--- src/rtl/pmc_pkg.sv ---
package pmc_pkg;
    typedef enum logic [2:0] {
        PM_OFF   = 3'd0,
        PM_STBY  = 3'd1,
        PM_NORM  = 3'd2,
        PM_SLEEP = 3'd3,
        PM_HOT   = 3'd4
    } pm_mode_e;

    localparam logic [1:0] REQ_KEEP  = 2'b00;
    localparam logic [1:0] REQ_STBY  = 2'b01;
    localparam logic [1:0] REQ_SLEEP = 2'b10;
    localparam logic [1:0] REQ_NORM  = 2'b11;
endpackage

--- src/rtl/pmc_wake_latch.sv ---
module pmc_wake_latch #(
    parameter int unsigned N = 3
) (
    input  logic         clk,
    input  logic         rst_n,
    input  logic [N-1:0] set_i,
    input  logic         clr_i,
    output logic [N-1:0] pend_o
);
    for (genvar g = 0; g < N; g++) begin : g_src
        always_ff @(posedge clk or negedge rst_n) begin
            if (!rst_n)
                pend_o[g] <= 1'b0;
            else if (clr_i)
                pend_o[g] <= 1'b0;
            else if (set_i[g])
                pend_o[g] <= 1'b1;
        end
    end
endmodule

--- src/rtl/pmc_sleep_gate.sv ---
module pmc_sleep_gate #(
    parameter int unsigned N = 3
) (
    input  logic         irq_i,
    input  logic [N-1:0] pend_i,
    input  logic [N-1:0] fresh_i,
    input  logic [N-1:0] en_i,
    output logic         ok_o
);
    // Sleep is safe only with nothing outstanding and a way to come back.
    always_comb begin
        ok_o = !irq_i && (pend_i == '0) && (fresh_i == '0) && (en_i != '0);
    end
endmodule

--- src/rtl/pmc_rst_timer.sv ---
module pmc_rst_timer #(
    parameter int unsigned SHORT_CYC = 180000,
    parameter int unsigned LONG_CYC  = 1000000
) (
    input  logic clk,
    input  logic rst_n,
    input  logic ld_short_i,
    input  logic ld_long_i,
    output logic busy_o
);
    localparam int unsigned MAXC = (LONG_CYC > SHORT_CYC) ? LONG_CYC : SHORT_CYC;
    localparam int unsigned CW   = $clog2(MAXC + 1);

    logic [CW-1:0] cnt_q;

    always_ff @(posedge clk or negedge rst_n) begin
        if (!rst_n)
            cnt_q <= '0;
        else if (ld_long_i)
            cnt_q <= CW'(LONG_CYC);
        else if (ld_short_i)
            cnt_q <= CW'(SHORT_CYC);
        else if (cnt_q != '0)
            cnt_q <= cnt_q - 1'b1;
    end

    assign busy_o = (cnt_q != '0);

    // a loaded short pulse is visible on the next cycle
    a_r7_short_load: assert property (@(posedge clk) disable iff (!rst_n)
        (ld_short_i && !ld_long_i) |=> busy_o);
endmodule

--- src/rtl/pwr_mode_ctrl.sv ---
module pwr_mode_ctrl
    import pmc_pkg::*;
#(
    parameter int unsigned WAKE_SRCS    = 3,
    parameter int unsigned RST_SHORT_CYC = 180000,
    parameter int unsigned RST_LONG_CYC  = 1000000
) (
    input  logic                 clk,
    input  logic                 rst_n,
    input  logic                 bat_ok_i,
    input  logic                 bat_low_i,
    input  logic                 over_temp_i,
    input  logic                 mode_wr_i,
    input  logic [1:0]           mode_req_i,
    input  logic                 irq_pend_i,
    input  logic [WAKE_SRCS-1:0] wake_evt_i,
    input  logic [WAKE_SRCS-1:0] wake_en_i,
    output logic [2:0]           mode_o,
    output logic                 vreg1_en_o,
    output logic                 vreg2_en_o,
    output logic                 can_en_o,
    output logic                 lin_en_o,
    output logic                 limp_n_o,
    output logic                 rst_req_o,
    output logic [WAKE_SRCS-1:0] wake_pend_o
);
    pm_mode_e             state_q, state_d;
    logic                 ld_short, ld_long, clr_pend;
    logic                 tmr_busy, sleep_ok, req_live;
    logic [WAKE_SRCS-1:0] fresh_wake;

    assign fresh_wake = wake_evt_i & wake_en_i;
    assign req_live   = mode_wr_i && !rst_req_o;

    pmc_sleep_gate #(.N(WAKE_SRCS)) u_gate (
        .irq_i   (irq_pend_i),
        .pend_i  (wake_pend_o),
        .fresh_i (fresh_wake),
        .en_i    (wake_en_i),
        .ok_o    (sleep_ok)
    );

    pmc_rst_timer #(.SHORT_CYC(RST_SHORT_CYC), .LONG_CYC(RST_LONG_CYC)) u_tmr (
        .clk        (clk),
        .rst_n      (rst_n),
        .ld_short_i (ld_short),
        .ld_long_i  (ld_long),
        .busy_o     (tmr_busy)
    );

    pmc_wake_latch #(.N(WAKE_SRCS)) u_wake (
        .clk    (clk),
        .rst_n  (rst_n),
        .set_i  (fresh_wake),
        .clr_i  (clr_pend),
        .pend_o (wake_pend_o)
    );

    // Next-state selection
    always_comb begin
        state_d  = state_q;
        ld_short = 1'b0;
        ld_long  = 1'b0;
        if (bat_low_i) begin
            state_d = PM_OFF;
        end else begin
            unique case (state_q)
                PM_OFF: begin
                    if (bat_ok_i) begin
                        state_d = PM_STBY;
                        ld_long = 1'b1;
                    end
                end
                PM_HOT: begin
                    if (!over_temp_i) begin
                        state_d  = PM_STBY;
                        ld_short = 1'b1;
                    end
                end
                PM_SLEEP: begin
                    if (over_temp_i) begin
                        state_d = PM_HOT;
                    end else if (fresh_wake != '0) begin
                        state_d  = PM_STBY;
                        ld_short = 1'b1;
                    end
                end
                PM_STBY, PM_NORM: begin
                    if (over_temp_i) begin
                        state_d = PM_HOT;
                    end else if (req_live) begin
                        unique case (mode_req_i)
                            REQ_SLEEP: begin
                                if (sleep_ok) begin
                                    state_d = PM_SLEEP;
                                end else begin
                                    state_d  = PM_STBY;
                                    ld_short = 1'b1;
                                end
                            end
                            REQ_NORM: state_d = PM_NORM;
                            REQ_STBY: state_d = PM_STBY;
                            default:  state_d = state_q;
                        endcase
                    end
                end
                default: state_d = PM_OFF;
            endcase
        end
    end

    assign clr_pend = (state_d == PM_OFF) || (state_q == PM_OFF) ||
                      ((state_d == PM_NORM) && (state_q != PM_NORM));

    // State register
    always_ff @(posedge clk or negedge rst_n) begin
        if (!rst_n)
            state_q <= PM_OFF;
        else
            state_q <= state_d;
    end

    // Output decode
    always_comb begin
        vreg1_en_o = 1'b0;
        vreg2_en_o = 1'b0;
        can_en_o   = 1'b0;
        lin_en_o   = 1'b0;
        limp_n_o   = 1'b1;
        unique case (state_q)
            PM_OFF:   ;
            PM_STBY:  vreg1_en_o = 1'b1;
            PM_NORM: begin
                vreg1_en_o = 1'b1;
                vreg2_en_o = 1'b1;
                can_en_o   = 1'b1;
                lin_en_o   = 1'b1;
            end
            PM_SLEEP: ;
            PM_HOT:   limp_n_o = 1'b0;
            default:  ;
        endcase
    end

    assign mode_o    = state_q;
    assign rst_req_o = (state_q == PM_OFF) || tmr_busy;

    // battery loss forces Off from any mode
    a_r1_bat_off: assert property (@(posedge clk) disable iff (!rst_n)
        bat_low_i |=> (mode_o == PM_OFF));

    // overheat from an active mode forces Overtemp
    a_r3_hot_entry: assert property (@(posedge clk) disable iff (!rst_n)
        (over_temp_i && !bat_low_i && (state_q inside {PM_STBY, PM_NORM, PM_SLEEP}))
        |=> (mode_o == PM_HOT) && !limp_n_o);

    // Sleep is only ever entered with the entry conditions met
    a_r6_sleep_guard: assert property (@(posedge clk) disable iff (!rst_n)
        (state_q != PM_SLEEP && state_d == PM_SLEEP)
        |-> (!irq_pend_i && wake_pend_o == '0 && wake_en_i != '0));

    // an enabled wake in Sleep returns to Standby under reset
    a_r8_wake_exit: assert property (@(posedge clk) disable iff (!rst_n)
        (state_q == PM_SLEEP && fresh_wake != '0 && !bat_low_i && !over_temp_i)
        |=> (mode_o == PM_STBY) && rst_req_o);

    // pending wake-ups read clear right after entering Normal
    a_r9_norm_clear: assert property (@(posedge clk) disable iff (!rst_n)
        (state_q != PM_NORM && state_d == PM_NORM) |=> (wake_pend_o == '0));

    // Normal is never entered while the reset request is active
    a_r10_req_block: assert property (@(posedge clk) disable iff (!rst_n)
        (rst_req_o && state_q != PM_NORM) |=> (mode_o != PM_NORM));
endmodule

--- config.mk ---
export PLATFORM = sky130hd
export DESIGN_NAME = pwr_mode_ctrl
export DESIGN_NICKNAME = d
export VERILOG_FILES = /design/src/rtl/pmc_pkg.sv /design/src/rtl/pmc_wake_latch.sv /design/src/rtl/pmc_sleep_gate.sv /design/src/rtl/pmc_rst_timer.sv /design/src/rtl/pwr_mode_ctrl.sv
export SDC_FILE = /design/constraint.sdc
export NUM_CORES = 1
export LEC_CHECK = 0
export ABC_AREA = 1
export BUFFER_PORTS_ARGS = -buffer_cell sky130_fd_sc_hd__buf_2
export CAP_MARGIN = 5
export CORE_MARGIN = 1
export CORE_UTILIZATION = 55
export CTS_BUF_LIST = sky130_fd_sc_hd__clkbuf_4
export CTS_CLUSTER_SIZE = 25
export DETAILED_ROUTE_END_ITERATION = 10
export PLACE_DENSITY = 0.78
export REMOVE_ABC_BUFFERS = 1
export SLEW_MARGIN = 20
export SYNTH_ARGS = -nofsm -noshare
export SYNTH_HDL_FRONTEND = slang
export SYNTH_SLANG_ARGS = --single-unit
--- constraint.sdc ---
create_clock -name clk -period 2.1 [get_ports clk]
set_input_delay 0.105 -clock clk [delete_from_list [all_inputs] [get_ports clk]]
set_output_delay 0.105 -clock clk [all_outputs]
set_load 0.1 [all_outputs]
==> run_results.csv, run 1 <==
group,metric,value,unit
critical_path,critPathLaunchType,"register",
critical_path,cp-end-kind,"output port",
floorplan,core_area,0.003028,mm2
clock_network,cts.sinks,26,
final_layout,utilization,0.6558,
detailed_routing,routedWlPerCell,11.77,um
grt,grt_pass1_vias,1360,
clock_network,cts_tree,"yes",
grt,globalRouteTotalUtil,0.2286,
sta,hold_viol,0,
sta,rsz0062_at_grt,"no",
detailed_routing,wirelength,3565,um
grt,grt_pass1_wl,5947,um
grt,grt_max_degree,27,
sta,setup_ws,0.1392,ns
floorplan,dieArea,0.003419,mm2
yosys,synth_top_area_cell,"dfrtp_1",
final_layout,n_fill_cell,288,
critical_path,path_class,"reg -> out",
detailed_routing,drc,0,
clock_network,cts_setup_buffers,0,
detailed_routing,wl_met2,1729,um
detailed_routing,route.met3.wl,147,um
yosys,ys_top_cells_by_count,"nand2_1, nor2_1, dfrtp_1",
final_layout,num_antenna_cells,0,
yosys,ys_top_cells_by_area,"dfrtp_1, nand2_1, nor2_1",
clock_network,htree_levels,1,
final_layout,final_nets,281,
detailed_routing,vias_per_cell,5.053,
job,maxCapViolations,0,
place,hpwl,2829,um
floorplan,num_rows,20,
sta,min_period,1.961,ns
clock_network,clock-root-buffer,"clkbuf_4",
yosys,yosys_register_bits,26,
detailed_routing,vias,1531,
yosys,synth_edf_count,0,
final_layout,areaGrowthSynthToFinish,13.20,%
yosys,syn_inst,229,
detailed_routing,drtIter0Drc,56,
yosys,yosysMostFrequentCell,"nand2_1",
sta,finalSetupViolCount,0,
clock_network,cts_made_buffers,3,
place,gp_congestion,0.9062,
sta,relSlewSlack,0.6135,
yosys,syn_area_per_cell,7.660,um2
yosys,synth-main-ff-cell,"dfrtp_1",
detailed_routing,drt_first_pass_iters,4,
yosys,syn_area,0.001754,mm2
sta,hold_ws,0.03553,ns
final_layout,layout-drive-gt1-share,0.2703,
clock_network,insertion_delay,0.32,ns
critical_path,critPathMaxFanout,6,
grt,gr-total-overflow,0,
sta,drv_slew,0,
clock_network,clock_path_buffers,2,
yosys,seq_area_frac_synth,0.3709,
critical_path,crit_arrival,1.86,ns
grt,antenna_found_initial,0,
pwr,cellLeakagePower,0.9918,nW
yosys,yosys_warnings,0,
pwr,p_per_area,663.5,mW/mm2
place,pre_cts_slack,0.1994,ns
floorplan,dieWidth,58.48,um
status,outcome,"finished clean",
sta,tightestPinTransition,0.5798,ns
pwr,ir_worst_vdd,0.5260,mV
worst_hold_path,hold_class,"in -> reg",
sta,timing.fmax,510.0,MHz
floorplan,ios,27,
place,port-buffer-count,26,
sta,fin_crit_sh,0.9337,
floorplan,fp.dieH,58.48,um
critical_path,required,2.00,ns
yosys,synthDistinctLibCells,34,
detailed_routing,drt-met1-wl,1640,um
sta,setup_tns,0,ns
yosys,postSynth.asyncResetShare,1.000,
floorplan,initial_utilization,0.5793,
sta,fin_skew,0.005754,ns
yosys,synth_top_area_share,0.3709,
detailed_routing,ant_nets,0,
clock_network,clk_pin_slew_worst_paths,0.13,ns
detailed_routing,routed.top_layer,"met4",
==> state kept, by name (all words and copies together), names as in the netlist <==
name	count
mode_o	3
u_wake.pend_o	3
u_tmr.cnt_q	20
==> cell type report <==
class                   instances  area [um2]  area share
multi-input cells             165       952.2      0.4795
flip-flops and latches         26       650.6      0.3277
repair buffers                 30       172.7     0.08696
inverters                      35       132.6     0.06679
well taps                      44       55.05     0.02773
clock buffers                   3       22.52     0.01134
==> where the power goes <==
group | switching, mW | leakage, nW | internal [mW]
Combinational | 0.270 | 0.660 | 0.170
Clock | 0.143 | 0.0138 | 0.0673
Sequential | 0.0883 | 0.318 | 0.579
Total | 0.501 | 0.992 | 0.816
==> metrics by stage <==
step	instance area [um2]	power, mW	instances
floorplan	1735	1.009	226
global placement	1943	1.111	299
detailed placement	1943	1.119	299
CTS	1978	1.336	303
global route	1986	1.420	303
finish	1986	1.317	303
==> cells by family after synthesis <==
| kind of cell | Yosys count | synth area share |
|---|---|---|
| simple gates | 119 | 0.3552 |
| compound gates | 29 | 0.09201 |
| buf+inv | 38 | 0.08630 |
| flops | 26 | 0.3709 |
| fa+ha+maj | 5 | 0.03566 |
| xor+xnor | 12 | 0.05991 |
==> repair_timing <==
action | in CTS | in global routing
cloned | 0 | 0
gates resized for setup | 1 | 3
endpoints found under the hold margin | 26 | 0
endpoints found under the setup margin | 1 | 2
pin swaps | 0 | 1
hold buffers | 1 | 0
==> final timing paths <==
kind / to / depth (start not counted) / start / slack (ns)
max in group asynchronous: u_tmr.cnt_q[1]$_DFFE_PN0P_ / 2 / rst_n / 1.42
worst min register to register: u_tmr.cnt_q[4]$_DFFE_PN0P_ / 1 / u_tmr.cnt_q[4]$_DFFE_PN0P_ / 0.55
worst min-delay path: u_wake.pend_o[1]$_DFFE_PN0P_ / 3 / wake_evt_i[1] / 0.04
worst max register to register: u_tmr.cnt_q[18]$_DFFE_PN0P_ / 10 / u_tmr.cnt_q[0]$_DFFE_PN0P_ / 0.24
worst max-delay path: rst_req_o / 9 / u_tmr.cnt_q[0]$_DFFE_PN0P_ / 0.14
min in group asynchronous: u_wake.pend_o[1]$_DFFE_PN0P_ / 2 / rst_n / 0.29
==> cell usage in the layout (no fill, tap or decap), drive strengths merged <==
cell / n
and3: 1
nand3b: 1
nor4: 1
o21ai: 8
xor2: 10
a211oi: 2
nand3: 19
inv: 33
clkbuf: 3
a21oi: 18
nand2: 44
o211ai: 1
dlygate4sd3: 1
dfrtp: 26
nor2: 43
buf: 29
clkinv: 2
xnor2: 2
ha: 5
or2: 1
nor3: 5
nand4: 4
==> layer usage <==
metal | up-vias | GRT usage
met2 | 32 | 0.3810
met4 | 0 | 0.08163
met5 | - | 0
met3 | 5 | 0.01978
met1 | 701 | 0.3135
li1 | 793 | -
==> worst max-delay path, cell delays in order (launching register included) <==
cell	delay, ns
dfrtp_1	0.42
inv_2	0.09
ha_1	0.17
nand2_1	0.06
nor2_1	0.13
nand3_2	0.12
nor2_4	0.12
buf_4	0.16
nand2_1	0.08
buf_8	0.18
Power figures use the tool's default switching activity.
==> run 2, diff against run 1 <==
--- a/config.mk
+++ b/config.mk
@@ -9,13 +9,13 @@
 export BUFFER_PORTS_ARGS = -buffer_cell sky130_fd_sc_hd__buf_2
 export CAP_MARGIN = 5
 export CORE_MARGIN = 1
-export CORE_UTILIZATION = 55
+export CORE_UTILIZATION = 52
 export CTS_BUF_LIST = sky130_fd_sc_hd__clkbuf_4
 export CTS_CLUSTER_SIZE = 25
 export DETAILED_ROUTE_END_ITERATION = 10
-export PLACE_DENSITY = 0.78
-export REMOVE_ABC_BUFFERS = 1
+export PLACE_DENSITY = 0.74
 export SLEW_MARGIN = 20
 export SYNTH_ARGS = -nofsm -noshare
 export SYNTH_HDL_FRONTEND = slang
 export SYNTH_SLANG_ARGS = --single-unit
+export TNS_END_PERCENT = 100
==> run 2 against run 1 <==
Clock power up 2%. Cell count up 0.33%. Critical path depth unchanged. Flip-flop and latch count unchanged. Clock-buffer cell count unchanged. First-iteration DRC count up 70%.
==> run_results.csv, run 2 (synthesis gave the netlist of run 1 again) <==
group,metric,value,unit
grt,grt_max_degree,27,
critical_path,crit_arrival,1.85,ns
floorplan,ios,27,
critical_path,critPathLaunchType,"register",
pwr,ir_worst_vdd,0.5603,mV
status,outcome,"finished clean",
final_layout,layout_common_cells,"nand2_1, nor2_1, buf_2, dfrtp_1, inv_1",
critical_path,cpPeakStageDelay,0.42,ns
floorplan,num_rows,20,
final_layout,n_fill_cell,289,
sta,fin_skew,0.001667,ns
pwr,cellLeakagePower,0.9779,nW
final_layout,top_register,"u_tmr.cnt_q",
sta,finalSetupViolCount,0,
floorplan,initial_utilization,0.5608,
pwr,combinationalPowerShare,0.333,
pwr,p_seq_frac,0.504,
final_layout,num_antenna_cells,0,
final_layout,areaGrowthSynthToFinish,15.26,%
pwr,p_sw,502.8,uW
grt,grt_pass1_wl,6085,um
sta,relSlewSlack,0.6183,
clock_network,clock_path_buffers,2,
clock_network,cts_made_buffers,3,
detailed_routing,vias,1523,
grt,gr-total-overflow,0,
critical_path,critPathBufInv,3,
clock_network,insertion_delay,0.32,ns
clock_network,cts_tree,"yes",
detailed_routing,drtIter0Drc,95,
critical_path,crit_family,"simple AND/OR/NAND/NOR gates",
detailed_routing,ant_nets,0,
job,maxCapViolations,0,
worst_hold_path,hold_class,"in -> reg",
clock_network,clk_pin_slew_worst_paths,0.13,ns
critical_path,required,2.00,ns
sta,rsz0062_at_grt,"no",
clock_network,clock-root-buffer,"clkbuf_4",
detailed_routing,vias_per_cell,5.010,
critical_path,cp-end-kind,"output port",
pwr,p_sw_frac,0.3802,
sta,hold_viol,0,
pwr,power.total,1.323,mW
floorplan,fp.dieH,60.08,um
sta,drv_slew,0,
detailed_routing,wirelength,3466,um
critical_path,critPathMaxFanout,6,
clock_network,cts_setup_buffers,0,
pwr,internal-power,819.8,uW
floorplan,dieWidth,60.08,um
sta,timing.fmax,512.7,MHz
grt,grt_pass1_vias,1436,
final_layout,final_common_cell,"nand2_1",
final_layout,layout-drive-gt1-share,0.3000,
critical_path,crit_chain,"inv_2 -> ha_1 -> nand2_1 -> nor2_1 -> nand3_2 -> nor2_4 -> buf_4 -> nand2_1 -> buf_6",
grt,globalRouteTotalUtil,0.2286,
yosys,syn_nets,249,
clock_network,htree_levels,1,
pwr,p_per_area,654.2,mW/mm2
detailed_routing,drt_first_pass_iters,4,
sta,min_period,1.951,ns
critical_path,cp_common_cell,"nand2_1",
floorplan,core_area,0.003128,mm2
critical_path,path_class,"reg -> out",
floorplan,dieArea,0.003610,mm2
place,gp_congestion,0.8833,
grt,antenna_found_initial,0,
place,hpwl,2815,um
place,port-buffer-count,26,
sta,tightestPinTransition,0.5725,ns
final_layout,largest_reg_flops,20,
critical_path,crit_slowest_cell,"dfrtp_1",
sta,fin_crit_sh,0.9288,
clock_network,cts.sinks,26,
pwr,clock_power_share,0.162,
detailed_routing,drc,0,
sta,hold_ws,0.04633,ns
detailed_routing,routedWlPerCell,11.40,um
final_layout,utilization,0.6464,
final_layout,final_nets,281,
==> run 2: final cells by class <==
cell class | instances | area (um2) | share of cell area
clock inverter | 1 | 3.754 | 0.001856
multi-input combinational | 165 | 973.4 | 0.4814
tap | 44 | 55.05 | 0.02723
clock buffer | 3 | 22.52 | 0.01114
timing repair buffer | 30 | 168.9 | 0.08354
inverter | 35 | 136.4 | 0.06745
sequential | 26 | 661.9 | 0.3274
==> run 2: stage by stage <==
step / setup WS (ns) / cell area, um2 / setup TNS (ns) / instances
finish: 0.1495 / 2022 / 0 / 304
global route: 0.007415 / 2022 / 0 / 304
CTS: 0.01286 / 2016 / 0 / 304
detailed placement: 0.1763 / 1979 / 0 / 299
global placement: 0.1859 / 1979 / 0 / 299
floorplan: -0.02265 / 1790 / -0.06814 / 229
==> run 2: path summary, 6_finish.rpt <==
kind	startpoint	end	slack (ns)	depth (start not counted)
max	u_tmr.cnt_q[0]$_DFFE_PN0P_	rst_req_o	0.15	9
min	wake_evt_i[0]	u_wake.pend_o[0]$_DFFE_PN0P_	0.05	3
min reg2reg	u_tmr.cnt_q[4]$_DFFE_PN0P_	u_tmr.cnt_q[4]$_DFFE_PN0P_	0.53	1
max reg2reg	u_tmr.cnt_q[0]$_DFFE_PN0P_	u_tmr.cnt_q[14]$_DFFE_PN0P_	0.20	11
max in group asynchronous	rst_n	mode_o[1]$_DFF_PN0_	1.37	2
min in group asynchronous	rst_n	u_tmr.cnt_q[12]$_DFFE_PN0P_	0.30	2
==> run 2: worst reg2reg max path, stage by stage, from the launching register on <==
cell     delay, ns
dfrtp_1       0.42
inv_2         0.09
ha_1          0.16
nand3_1       0.07
nor2_1        0.13
nand4_1       0.13
nor2_2        0.15
nand4_1       0.10
nand2_1       0.13
nand3_4       0.16
o21ai_2       0.16
o21ai_1       0.09
==> run 2: per-layer routing <==
layer  wire [um]  vias to the layer above  track usage
li1            -                      787            -
met1        1725                      698       0.3064
met2        1568                       33       0.3810
met3         128                        5      0.03247
met4          43                        0      0.06977
met5           0                        -            0
==> run 2: timing repair <==
action	CTS	global route
gates resized for setup	0	4
hold buffers	1	0
endpoints found under the setup margin	0	8
hold endpoints to repair	26	0
==> run 2: power groups by stage <==
stage          Combinational (mW)  Sequential (mW)  Clock (mW)
5_1_grt                     0.505            0.677       0.249
3_3_place_gp                0.437            0.676           0
2_1_floorplan               0.337            0.675           0
4_1_cts                     0.446            0.667       0.223
3_5_place_dp                0.443            0.677           0
6_report                    0.441            0.667       0.215
